--- src/rtl/evt_irq_pkg.sv ---
package evt_irq_pkg;
  localparam int EVT_N = 12;
  localparam int ABT_N = 16;
  localparam int RD_W  = 16;

  localparam int BIT_RXFULL  = 2;
  localparam int BIT_TXEMPTY = 4;

  // sticky sources: every event except the two level-driven ones
  localparam logic [EVT_N-1:0] STICKY = ~((EVT_N'(1) << BIT_RXFULL) | (EVT_N'(1) << BIT_TXEMPTY));

  localparam int ADDR_STATUS  = 0;
  localparam int ADDR_MASK    = 1;
  localparam int ADDR_RXTHR   = 2;
  localparam int ADDR_TXTHR   = 3;
  localparam int ADDR_CLRALL  = 4;
  localparam int ADDR_ABTSRC  = 5;
  localparam int ADDR_ABTCLR  = 6;
  localparam int ADDR_CLRBASE = 8;

  typedef struct packed {
    logic [EVT_N-1:0] evtClr;
    logic             abtClr;
    logic             maskWe;
    logic             rxThrWe;
    logic             txThrWe;
  } strobe_t;
endpackage

--- src/rtl/evt_irq_ctrl.sv ---
module evt_irq_ctrl
  import evt_irq_pkg::*;
#(
  parameter int ADDR_W = 5
) (
  input  logic [ADDR_W-1:0] regSel,
  input  logic              regRd,
  input  logic              regWr,
  output strobe_t           strobe
);
  logic [EVT_N-1:0] singleHit;
  logic             clrAll;

  assign clrAll = regRd && (regSel == ADDR_W'(ADDR_CLRALL));

  for (genvar i = 0; i < EVT_N; i++) begin : g_clr
    if (STICKY[i]) begin : g_on
      assign singleHit[i] = regRd && (regSel == ADDR_W'(ADDR_CLRBASE + i));
    end else begin : g_off
      assign singleHit[i] = 1'b0;
    end
  end

  always_comb begin
    strobe.evtClr  = singleHit | {EVT_N{clrAll}};
    strobe.abtClr  = regRd && (regSel == ADDR_W'(ADDR_ABTCLR));
    strobe.maskWe  = regWr && (regSel == ADDR_W'(ADDR_MASK));
    strobe.rxThrWe = regWr && (regSel == ADDR_W'(ADDR_RXTHR));
    strobe.txThrWe = regWr && (regSel == ADDR_W'(ADDR_TXTHR));
  end
endmodule

--- src/rtl/evt_irq_data.sv ---
module evt_irq_data
  import evt_irq_pkg::*;
#(
  parameter int LVL_W  = 5,
  parameter int ADDR_W = 5
) (
  input  logic              clk,
  input  logic              rstN,
  input  strobe_t           strobe,
  input  logic [EVT_N-1:0]  evtPulse,
  input  logic [ABT_N-1:0]  abortPulse,
  input  logic [LVL_W-1:0]  rxLevel,
  input  logic [LVL_W-1:0]  txLevel,
  input  logic [ADDR_W-1:0] regSel,
  input  logic [EVT_N-1:0]  regWdata,
  output logic [RD_W-1:0]   regRdata,
  output logic [EVT_N-1:0]  statusVal,
  output logic [EVT_N-1:0]  maskVal,
  output logic [ABT_N-1:0]  abortSrc,
  output logic              irqOut
);
  logic [EVT_N-1:0] sticky;
  logic [LVL_W-1:0] rxThr;
  logic [LVL_W-1:0] txThr;
  logic             rxFull;
  logic             txEmpty;

  for (genvar i = 0; i < EVT_N; i++) begin : g_evt
    if (STICKY[i]) begin : g_reg
      always_ff @(posedge clk) begin
        if (!rstN)                sticky[i] <= 1'b0;
        else if (evtPulse[i])     sticky[i] <= 1'b1;
        else if (strobe.evtClr[i]) sticky[i] <= 1'b0;
      end
    end else begin : g_lvl
      assign sticky[i] = 1'b0;
    end
  end

  always_ff @(posedge clk) begin
    if (!rstN) begin
      abortSrc <= '0;
      maskVal  <= '0;
      rxThr    <= '0;
      txThr    <= '0;
    end else begin
      abortSrc <= (strobe.abtClr ? '0 : abortSrc) | abortPulse;
      if (strobe.maskWe)  maskVal <= regWdata;
      if (strobe.rxThrWe) rxThr   <= regWdata[LVL_W-1:0];
      if (strobe.txThrWe) txThr   <= regWdata[LVL_W-1:0];
    end
  end

  assign rxFull  = rxLevel > rxThr;
  assign txEmpty = txLevel <= txThr;

  always_comb begin
    statusVal              = sticky;
    statusVal[BIT_RXFULL]  = rxFull;
    statusVal[BIT_TXEMPTY] = txEmpty;
  end

  assign irqOut = |(statusVal & maskVal);

  always_comb begin
    case (regSel)
      ADDR_W'(ADDR_STATUS): regRdata = RD_W'(statusVal);
      ADDR_W'(ADDR_MASK):   regRdata = RD_W'(maskVal);
      ADDR_W'(ADDR_RXTHR):  regRdata = RD_W'(rxThr);
      ADDR_W'(ADDR_TXTHR):  regRdata = RD_W'(txThr);
      ADDR_W'(ADDR_ABTSRC): regRdata = RD_W'(abortSrc);
      default:              regRdata = '0;
    endcase
  end
endmodule

--- src/rtl/evt_irq_top.sv ---
module evt_irq_top
  import evt_irq_pkg::*;
#(
  parameter int LVL_W  = 5,
  parameter int ADDR_W = 5
) (
  input  logic              clk,
  input  logic              rstN,
  input  logic [11:0]       evtPulse,
  input  logic [15:0]       abortPulse,
  input  logic [LVL_W-1:0]  rxLevel,
  input  logic [LVL_W-1:0]  txLevel,
  input  logic [ADDR_W-1:0] regSel,
  input  logic              regRd,
  input  logic              regWr,
  input  logic [11:0]       regWdata,
  output logic [15:0]       regRdata,
  output logic              irqOut
);
  strobe_t          strobe;
  logic [EVT_N-1:0] statusVal;
  logic [EVT_N-1:0] maskVal;
  logic [ABT_N-1:0] abortSrc;

  evt_irq_ctrl #(.ADDR_W(ADDR_W)) u_ctrl (
    .regSel (regSel),
    .regRd  (regRd),
    .regWr  (regWr),
    .strobe (strobe)
  );

  evt_irq_data #(.LVL_W(LVL_W), .ADDR_W(ADDR_W)) u_data (
    .clk        (clk),
    .rstN       (rstN),
    .strobe     (strobe),
    .evtPulse   (evtPulse),
    .abortPulse (abortPulse),
    .rxLevel    (rxLevel),
    .txLevel    (txLevel),
    .regSel     (regSel),
    .regWdata   (regWdata),
    .regRdata   (regRdata),
    .statusVal  (statusVal),
    .maskVal    (maskVal),
    .abortSrc   (abortSrc),
    .irqOut     (irqOut)
  );
endmodule

--- config.mk ---
export PLATFORM = sky130hd
export DESIGN_NAME = evt_irq_top
export DESIGN_NICKNAME = d
export VERILOG_FILES = /design/src/rtl/evt_irq_pkg.sv /design/src/rtl/evt_irq_ctrl.sv /design/src/rtl/evt_irq_data.sv /design/src/rtl/evt_irq_top.sv
export SDC_FILE = /design/constraint.sdc
export NUM_CORES = 1
export LEC_CHECK = 0
export CAP_MARGIN = 20
export CORE_UTILIZATION = 48
export DETAILED_ROUTE_END_ITERATION = 8
export PLACE_DENSITY = 0.8
export SYNTH_ARGS = -nofsm -noshare
export SYNTH_HDL_FRONTEND = slang
export SYNTH_HIERARCHICAL = 1
export SYNTH_SLANG_ARGS = --single-unit
--- constraint.sdc ---
create_clock -name clk -period 3.4 [get_ports clk]
set_clock_uncertainty 0.05 [all_clocks]
set_input_delay 1.02 -clock clk [delete_from_list [all_inputs] [get_ports clk]]
set_output_delay 1.02 -clock clk [all_outputs]
set_load 0.005 [all_outputs]
==> impl_metrics.py, run 1 <==
metrics = {
    "critical_path": {
        "critPathKind": "in -> out",
        "cp_top_family": "compound AO/OA/AOI/OAI gates",
        "start_kind": "input port",
        "r2r_end": "u_data/statusVal[3]",
        "cp_max_fo": 3,
        "r2r-start": "u_data/statusVal[3]",
        "reg2regPathDepth": 2,
        "slowest_stage": "a221o_1",
        "crit_path_cell_trace": "buf_6 -> buf_6 -> and4b_2 -> buf_6 -> a221o_1 -> a221o_1 -> buf_2",
        "critical-path-max-stage-delay_ns": 0.35,
        "timing.critical_path.buf_inv": 4,
        "cp.required_ns": 2.33,
        "end_kind": "primary output",
        "worst_path_most_repeated_cell": "buf_6",
        "crit_arrival_ns": 2.37,
        "rrSetupSlack_ns": 2.55,
    },
    "synth": {
        "avgSynthCellArea_um2": 9.36,
        "syn_nets": 352,
        "ys_warn_count": 6,
        "synthCells": 283,
        "synth_area_um2": 2650,
    },
    "sta": {
        "period_needed_ns": 3.44,
        "worst_pin_slew_ns": 0.441,
        "hold_viol": 0,
        "finalCritPeriodShare_pct": 101,
        "setup_viol": 5,
        "rsz0062_at_grt": "true",
        "slew_headroom_pct": 70.6,
        "drv_slew": 0,
        "fmax_mhz": 291,
        "fin_ws_ns": -0.0381,
    },
    "floorplanning": {
        "core_um2": 5200,
        "dieArea_um2": 5820,
        "rows": 26,
        "start_util_pct": 50.9,
        "die_h_um": 76.3,
        "ios": 76,
        "die_w_um": 76.3,
    },
    "clock_tree": {
        "ctsRootBufferMaster": "clkbuf_8",
        "cts_tree": "done",
        "clkTransAtPathRegs_ns": 0.08,
        "cts-buffers-inserted": 5,
        "cts_buffer_depth": 2,
        "cts-htree-levels": 2,
        "clock-sinks": 48,
        "postCtsHoldBufs": 0,
        "clock_latency_ns": 0.29,
    },
    "power": {
        "p_seq_share_pct": 50.0,
        "p_switching_mw": 0.277,
        "p_leak_nw": 1.53,
        "pwr_density_cell_nw_per_um2": 321,
        "pwr-share-clk_pct": 33.0,
        "ir_drop_v": 0.000300,
        "switching_share_pct": 22.9,
        "combPwrFrac_pct": 17.0,
        "p_int_mw": 0.930,
    },
    "run": {
        "cap_violations": 0,
    },
    "place": {
        "hpwlAfterDp_um": 4720,
        "dp_slack_ns": -0.823,
        "port_buffers": 73,
        "gp_congestion": 0.857,
    },
    "routing": {
        "totalWireLength_um": 6750,
        "drc_errors": 0,
        "first_iter_violations": 162,
        "drtAntennaViolNets": 0,
        "via_per_inst": 5.40,
        "dr.pass1.iters": 6,
        "vias": 2434,
        "wl_per_cell_um": 15.0,
    },
    "worst_hold_path": {
        "hp-class": "reg -> reg",
        "hp-start": "u_data/txThr[4]",
        "worstHoldPathCells": 2,
        "min_to": "u_data/txThr[4]",
    },
    "global_routing": {
        "grt_usage_pct": 23.7,
        "grt_pass1_vias": 2366,
        "grt_pass1_wl_um": 11000,
        "grt-ovfl-total": 0,
        "grt_max_degree": 49,
        "antenna_found_initial": 0,
    },
    "layout": {
        "syn_to_final_growth_pct": 42.0,
        "layout-drive-gt1-share_pct": 22.8,
        "final_nets": 449,
        "postLayoutCoreUtil_pct": 72.3,
        "diodes": 0,
    },
    "status": {
        "violations": "negative setup slack",
        "status": "finished, violations left",
    },
}
==> worst register-to-register path, cell delays in order (launching register included) <==
cell and delay [ns]:
dfxtp_1 0.37, nor2b_1 0.16, o21a_1 0.17
==> sequential cells by signal, indices dropped and copies added (netlist names) <==
| name | cells |
|---|---|
| u_data/maskVal | 12 |
| u_data/txThr | 5 |
| u_data/rxThr | 5 |
| u_data/abortSrc | 16 |
| u_data/statusVal | 10 |
==> stage by stage <==
step                power (mW)  hold WS, ns  cells  TNS (ns)  instance area (µm²)
detailed placement       0.809        0.456    426    -12.52                 3520
global route              1.26        0.525    451    -0.308                 3760
finish                    1.21        0.475    451   -0.0857                 3760
floorplan                0.702        0.433    283         0                 2650
CTS                       1.21        0.478    451   -0.0258                 3770
global placement         0.804        0.449    426    -12.24                 3520
==> power groups by stage <==
stage	registers, mW	logic, mW	clock network, mW
3_5_place_dp	0.616	0.193	0
5_1_grt	0.607	0.223	0.428
6_report	0.604	0.205	0.398
2_1_floorplan	0.608	0.0937	0
3_3_place_gp	0.615	0.189	0
4_1_cts	0.603	0.205	0.406
==> layout make-up <==
type	instances	area, µm²
Multi-Input combinational cell	195	1590
Clock inverter	2	35.0
Sequential cell	48	961
Fill cell	393	1440
Tap cell	70	87.6
Timing Repair Buffer	111	947
Clock buffer	6	72.6
Inverter	19	71.3
==> cells in the final DEF, fill, tap and decap left out, drive strengths merged, types with 7 or more instances in the layout <==
cell type      count
ha                10
buf               58
a222oi            10
inv               19
nand2              7
clkbuf            12
a21oi              7
dfxtp             48
o21a              27
nor2b             48
clkdlybuf4s50     41
mux2i             22
==> repair_timing <==
| action | 4_1_cts | 5_1_grt |
|---|---|---|
| gates resized for setup | 122 | 13 |
| pin swaps | 30 | 20 |
| buffers inserted | 19 | 2 |
| setup endpoints to repair | 17 | 13 |
==> worst max-delay path by stage <==
| stage | from | end | slack, ns | cells past startpoint |
|---|---|---|---|---|
| global placement | regSel[3] | regRdata[3] | -0.79 | 7 |
| global route | regSel[4] | regRdata[2] | -0.07 | 8 |
| detailed placement | regSel[3] | regRdata[1] | -0.82 | 7 |
| CTS | regSel[4] | regRdata[2] | -0.008 | 8 |
| floorplan | regSel[3] | regRdata[0] | 0.25 | 6 |
| finish | regSel[2] | regRdata[4] | -0.04 | 7 |
==> metal layers <==
metal | part of all wire (%) | wire length [µm] | global-route usage [%]
met1 | 45 | 3060 | 31.2
met2 | 46 | 3110 | 38.1
met3 | 7.1 | 479 | 5.63
met4 | 1.5 | 98 | 7.50
met5 | 0 | 0 | 0
No activity file was read; power rests on OpenSTA's default activity.
==> inputs of run 2 (changes only) <==
--- a/config.mk
+++ b/config.mk
@@ -5,7 +5,7 @@
 export SDC_FILE = /design/constraint.sdc
 export NUM_CORES = 1
 export LEC_CHECK = 0
-export CAP_MARGIN = 20
+export CORE_MARGIN = 3
 export CORE_UTILIZATION = 48
 export DETAILED_ROUTE_END_ITERATION = 8
 export PLACE_DENSITY = 0.8
==> run 2 against run 1 <==
Compared with the run above:
- the run still ends with negative setup slack left
- register-to-register slack improved by 0.03 ns
- count of clock-buffer cells in the layout stayed put
- sequential share of layout area decreased by 0.52 points
- die area rose by 11%
- hold slack improved by 0.020 ns
- critical path type unchanged
- highest routed layer unchanged
==> impl_metrics.py, run 2 (synthesized netlist as in run 1, its figures left out) <==
metrics = {
    "routing": {
        "first_iter_violations": 258,
        "vias": 2485,
        "drtAntennaViolNets": 0,
        "wl_per_cell_um": 16.7,
        "totalWireLength_um": 7520,
        "dr.pass1.iters": 5,
        "via_per_inst": 5.51,
        "drc_errors": 0,
    },
    "power": {
        "combPwrFrac_pct": 19.1,
        "pwr_density_cell_nw_per_um2": 297,
        "p_switching_mw": 0.283,
        "switching_share_pct": 24.8,
        "p_leak_nw": 1.54,
        "pwr-share-clk_pct": 28.1,
        "p_seq_share_pct": 52.9,
        "total_power_mw": 1.14,
        "ir_drop_v": 0.000270,
        "p_int_mw": 0.859,
    },
    "floorplanning": {
        "dieArea_um2": 6450,
        "rows": 26,
        "ios": 76,
        "die_w_um": 80.3,
        "core_um2": 5240,
        "die_h_um": 80.3,
        "start_util_pct": 50.6,
    },
    "clock_tree": {
        "clkTransAtPathRegs_ns": 0.08,
        "cts_buffer_depth": 2,
        "ctsRootBufferMaster": "clkbuf_8",
        "clock-sinks": 48,
        "cts-htree-levels": 2,
        "cts_tree": "done",
        "cts-buffers-inserted": 5,
        "clock_latency_ns": 0.29,
    },
    "layout": {
        "postLayoutCoreUtil_pct": 73.3,
        "regMostFlops": "u_data/abortSrc",
        "fill_cells": 386,
        "final_nets": 450,
        "syn_to_final_growth_pct": 45.0,
        "layout_common_cells": "48 x nor2b_1, 48 x dfxtp_1, 41 x clkdlybuf4s50_1",
        "fin_cells": 451,
        "largest_register_ffs": 16,
        "final_area_um2": 3840,
        "layout-drive-gt1-share_pct": 25.2,
        "diodes": 0,
    },
    "place": {
        "hpwlAfterDp_um": 4920,
        "dp_slack_ns": -0.795,
        "gp_congestion": 0.844,
        "place_inst": 426,
        "port_buffers": 73,
        "place_area_um2": 3530,
    },
    "run": {
        "cap_violations": 0,
    },
    "critical_path": {
        "start_kind": "input port",
        "end_kind": "primary output",
        "cp.required_ns": 2.33,
        "critPathKind": "in -> out",
        "crit_arrival_ns": 2.41,
        "cp_max_fo": 3,
    },
    "status": {
        "status": "finished, violations left",
        "violations": "negative setup slack",
    },
    "sta": {
        "fin_tns_setup_ns": -0.350,
        "finalHoldWorstSlack_ns": 0.495,
        "period_needed_ns": 3.48,
        "setup_viol": 10,
        "drv_slew": 0,
        "hold_viol": 0,
        "slew_headroom_pct": 70.0,
        "finalCritPeriodShare_pct": 102,
        "rsz0062_at_grt": "true",
        "worst_pin_slew_ns": 0.450,
        "fmax_mhz": 288,
        "fin_ws_ns": -0.0762,
    },
    "global_routing": {
        "antenna_found_initial": 0,
        "grt_usage_pct": 23.6,
        "grt-ovfl-total": 0,
        "grt_pass1_vias": 2426,
        "grt_pass1_wl_um": 11700,
        "grt_max_degree": 49,
    },
    "worst_hold_path": {
        "hp-class": "reg -> reg",
    },
}
## run 2: critical path: stages
cell and delay, ns:
buf_6 0.10, or3_4 0.42, buf_4 0.17, buf_4 0.15, nor3_2 0.19, a221o_1 0.14
a221o_1 0.11, buf_2 0.11
## run 2: path summary, 6_finish.rpt
kind	slack (ns)	to	start	cells after the start
setup / recovery	-0.08	regRdata[2]	regSel[2]	8
hold / removal	0.49	u_data/txThr[2]	u_data/txThr[2]	2
setup reg to reg	2.58	u_data/statusVal[0]	u_data/statusVal[0]	2
hold reg to reg	0.49	u_data/txThr[2]	u_data/txThr[2]	2
## run 2: per-layer routing
metal  vias up  routed length [µm]  global-route usage, %
met5         -                   0                      0
met3        11                 599                   6.50
met2        98                3610                   39.3
li1       1210                   -                      -
met4         0                  83                   6.08
met1      1166                3220                   29.9
## run 2: final cells by class
class	count	area (µm²)	area share, %
Multi-Input combinational cell	195	1660	43.3
Timing Repair Buffer	112	980	25.5
Sequential cell	48	961	25.0
Tap cell	70	87.6	2.28
Clock buffer	6	72.6	1.89
Inverter	19	71.3	1.86
Clock inverter	1	5.00	0.130
## run 2: power groups by stage
stage / registers, mW / clock network [mW] / logic [mW]
2_1_floorplan: 0.608 / 0 / 0.0937
3_3_place_gp: 0.615 / 0 / 0.189
3_5_place_dp: 0.615 / 0 / 0.193
4_1_cts: 0.603 / 0.322 / 0.207
5_1_grt: 0.606 / 0.351 / 0.237
6_report: 0.603 / 0.321 / 0.218
## run 2: what timing repair did
item	4_1_cts	5_1_grt
setup buffers	18	2
endpoints found under the setup margin	17	13
hold buffers	0	0
pin swaps	34	18
resized for setup	124	18
